## src/rtl/motor_fault_supervisor.sv

```systemverilog
module motor_fault_supervisor #(
  parameter int SYNC_STAGES = 2,
  parameter int FILT_LEN    = 4
) (
  input  logic       clk,
  input  logic       rst_n,
  input  logic [2:0] hall_i,
  input  logic       uv_i,
  input  logic       ot_i,
  input  logic [2:0] gnd_short_i,
  input  logic       reset_i,
  input  logic       commut_i,
  output logic       fault_o,
  output logic       coast_o,
  output logic       hs_off_o,
  output logic       tach_o
);
  localparam int SW = SYNC_STAGES * 3;

  logic [SW-1:0] sync_q;
  logic [2:0]    hall_s;
  logic [2:0]    hall_nxt;
  logic [2:0]    hall_f;
  logic          hall_bad;
  logic          short_lat;

  always_ff @(posedge clk or negedge rst_n)
    if (!rst_n) sync_q <= '1;
    else        sync_q <= {sync_q[SW-4:0], hall_i};

  assign hall_s = sync_q[SW-1 -: 3];

  for (genvar b = 0; b < 3; b++) begin : g_filt
    logic [FILT_LEN-1:0] hist;
    always_ff @(posedge clk or negedge rst_n)
      if (!rst_n) hist <= '1;
      else        hist <= {hist[FILT_LEN-2:0], hall_s[b]};
    assign hall_nxt[b] = (&hist) ? 1'b1 : (~|hist) ? 1'b0 : hall_f[b];
  end

  always_ff @(posedge clk or negedge rst_n)
    if (!rst_n) begin
      hall_f <= 3'b111;
      tach_o <= 1'b0;
    end else begin
      hall_f <= hall_nxt;
      tach_o <= (hall_nxt != hall_f);
    end

  assign hall_bad = (hall_f == 3'b000) || (hall_f == 3'b111);

  always_ff @(posedge clk or negedge rst_n)
    if (!rst_n)                 short_lat <= 1'b0;
    else if (commut_i || reset_i) short_lat <= 1'b0;
    else if (|gnd_short_i)      short_lat <= 1'b1;

  always_ff @(posedge clk or negedge rst_n)
    if (!rst_n) begin
      coast_o <= 1'b0;
      fault_o <= 1'b0;
    end else begin
      coast_o <= uv_i | ot_i | hall_bad;
      fault_o <= uv_i | ot_i | hall_bad | short_lat;
    end

  assign hs_off_o = short_lat;
endmodule


```

## config.mk

```make
export PLATFORM = sky130hd
export DESIGN_NAME = motor_fault_supervisor
export DESIGN_NICKNAME = d
export VERILOG_FILES = /design/src/rtl/motor_fault_supervisor.sv
export SDC_FILE = /design/constraint.sdc
export NUM_CORES = 1
export LEC_CHECK = 0
export ABC_AREA = 1
export BUFFER_PORTS_ARGS = -buffer_cell sky130_fd_sc_hd__buf_2
export CAP_MARGIN = 40
export CORE_MARGIN = 5
export CORE_UTILIZATION = 35
export DETAILED_ROUTE_END_ITERATION = 6
export GPL_ROUTABILITY_DRIVEN = 0
export PLACE_DENSITY = 0.53
export SETUP_SLACK_MARGIN = 0.02
export SYNTH_ARGS = -nofsm -noshare
export SYNTH_HDL_FRONTEND = slang
export SYNTH_SLANG_ARGS = --single-unit
```

## constraint.sdc

```tcl
create_clock -name clk -period 3.15 [get_ports clk]
set_input_delay 0.7875 -clock clk [delete_from_list [all_inputs] [get_ports clk]]
set_output_delay 0.7875 -clock clk [all_outputs]
set_load 0.05 [all_outputs]
```

==> impl_metrics.yaml <==
clock_tree:
  postCtsSetupBuffers: 0
  cts_made_buffers: 3
  cts_tree: "done"
  worst_skew_pair.late_latency_ns: 0.31
  clk_path_buf_depth: 2
  ctsRootBufferMaster: "clkbuf_4"
  cts_resized: 0
  clkTransAtPathRegs_ns: 0.13
  ctsHoldBuffers: 0
  htreeDepth: 1
  cts_sinks: 25
hold_path:
  hold_depth: 0
  hold_path.class: "flop to flop"
sta:
  fin_tns_setup_ns: 0
  grt_setup_unrepaired: "false"
  hold_viol: 0
  finalMaxSlewViolations: 0
  period_share: 0.5531
  tightest_slew_ns: 0.5115
  fin_worst_skew_ns: 0.009599
  fin_crit_ns: 1.742
  max_freq_mhz: 573.9
  slew_headroom: 0.6590
  finalSetupViolCount: 0
worst_setup_path:
  critPathBufInv: 1
  required_ns: 2.36
  slowest_stage: "dfrtp_1"
  critPathMaxFanout: 3
  cp-start-kind: "flop"
  cp_slowest_stage_delay_ns: 0.38
  critical_path.endpoint_type: "output port"
  crit_family: "flip-flops"
  crit_cells: 1
  rr_worst_depth: 4
  cp.arrival_ns: 0.95
  cp_cell_sequence: "buf_2"
  crit_type: "flop to output port"
final_layout:
  final_cell_mix: "21 x dfstp_2, 15 x buf_2, 13 x nand2_1, 8 x nor2_1, 7 x inv_1"
  fin_nets: 101
  diodes: 0
  layout.area.seq_sq_um: 651.9
  fin_cells: 118
  final_common_cell: "dfstp_2"
  drive_above_1_share: 0.5000
  area_delta_synth_final_pct: 16.09
  multi_input_area_sq_um: 177.7
  nFillCells: 231
synthesis:
  ys_warn_count: 0
  synth_nets: 81
  ys_seq_elements: 25
  synth_cells: 69
  synth_cell_types: 13
  yosysSeqAreaShare: 0.7551
  syn_area_sq_um: 863.3
  post_synth.cell_area_avg_sq_um: 12.51
global_route:
  grt_remaining_overflow: 0
  grt_usage: 0.08209
  grt_max_degree: 26
  grt_first_pass_wirelength_mm: 2.104
  antenna_found_initial: 0
  grt_pass1_vias: 479
floorplanning:
  num_rows: 18
  die_area_sq_um: 3560
  initial_core_util: 0.3583
  die_w_um: 59.67
  ios: 16
  die_y_um: 59.67
  core-area_sq_um: 2410
job:
  max_cap_viol_count: 0
route:
  vias: 509
  drt_wl_total_mm: 1.162
  drt_iter0_drc: 20
  drc: 0
  via_per_inst: 4.314
  drtPass1Iterations: 4
  post_drt_wl_per_cell_um: 9.847
  ant_nets: 0
placed_design:
  dpl.hpwl_um: 813
  dp_cells: 114
  numPortBuffers: 15
power:
  p_per_area_nw_per_um2: 584.8
  ir_drop_v: 0.0003675
  p_leak_nw: 0.4557
status:
  status: "completed"
==> cell families (layout without fill, tap and decap cells) <==
| kind of cell | after synthesis | count (layout) | share of synthesized area |
|---|---|---|---|
| DFF | 25 | 25 | 0.7551 |
| AOI/OAI and AO/OA | 3 | 3 | 0.02319 |
| buffers and inverters | 9 | 28 | 0.03914 |
| and+or+nand+nor | 32 | 32 | 0.1826 |
==> worst register-to-register path, cell delays in order (launching register included) <==
cell and delay, ns:
dfstp_2 0.58, inv_2 0.05, nand3_2 0.07, nand3_2 0.06
or2_1 0.20
==> layout make-up <==
class	instances	area share
multi-input cells	35	0.1773
repair buffers	15	0.07491
clock buffers	4	0.02622
flip-flops and latches	25	0.6504
inverters	9	0.03371
well taps	30	0.03745
==> stage by stage <==
| step | hold slack, ns | utilization | total power (W) | setup WS (ns) | area, sq um |
|---|---|---|---|---|---|
| 4_1_cts | 0.3656 | 0.4159 | 0.0006007 | 1.382 | 1002 |
| 2_1_floorplan | 0.3452 | - | 0.0004307 | 1.753 | 863.3 |
| 3_5_place_dp | 0.3472 | 0.4050 | 0.0004580 | 1.747 | 975.9 |
| 3_3_place_gp | 0.3453 | 0.4050 | 0.0004572 | 1.761 | 975.9 |
| 6_report | 0.3628 | 0.4159 | 0.0005861 | 1.408 | 1002 |
| 5_1_grt | 0.3701 | 0.4159 | 0.0006269 | 1.348 | 1002 |
==> per-layer routing <==
layer,up-vias,global-route usage,part of all wire
met5,-,0,0
met4,0,0.03797,0.013
met3,2,0.04752,0.10
met2,14,0.1034,0.41
met1,237,0.1114,0.47
li1,256,-,-
==> flip-flops by register name, summed over array words and instances, names as in the netlist <==
register     count
g_filt.hist     12
tach_o           1
sync_q           6
fault_o          1
hs_off_o         1
hall_f           3
coast_o          1
==> cell usage after synthesis <==
master    instances  share of area
a211oi_1          1         0.0087
a31oi_1           2          0.014
dfrtp_1           4           0.12
dfstp_2          21           0.64
inv_1             7          0.030
inv_2             2         0.0087
nand2_1          13          0.057
nand3_1           2          0.012
nand3_2           2          0.023
nand4_1           3          0.022
nor2_1            8          0.035
nor2_4            1          0.013
or2_1             3          0.022
==> path summary, 6_finish.rpt <==
check / startpoint / end / slack [ns]
worst max-delay path: hs_off_o$_DFFE_PN0P_ / hs_off_o / 1.41
worst min-delay path: sync_q[2]$_DFF_PN1_ / sync_q[5]$_DFF_PN1_ / 0.36
worst max register to register: hall_f[2]$_DFF_PN1_ / fault_o$_DFF_PN0_ / 2.10
worst min register to register: sync_q[2]$_DFF_PN1_ / sync_q[5]$_DFF_PN1_ / 0.36
max in group asynchronous: rst_n / g_filt[0].hist[3]$_DFF_PN1_ / 2.35
min in group asynchronous: rst_n / tach_o$_DFF_PN0_ / 0.42
==> report_power, final <==
group | switching [W] | internal, W | leakage [nW] | total (W)
sequential | 0.0000149 | 0.000361 | 0.266 | 0.000376
combinational | 0.0000508 | 0.0000238 | 0.175 | 0.0000746
clock | 0.0000858 | 0.0000495 | 0.0150 | 0.000135
total | 0.000152 | 0.000435 | 0.456 | 0.000586
Note: power is estimated with default switching activity, not from simulation.
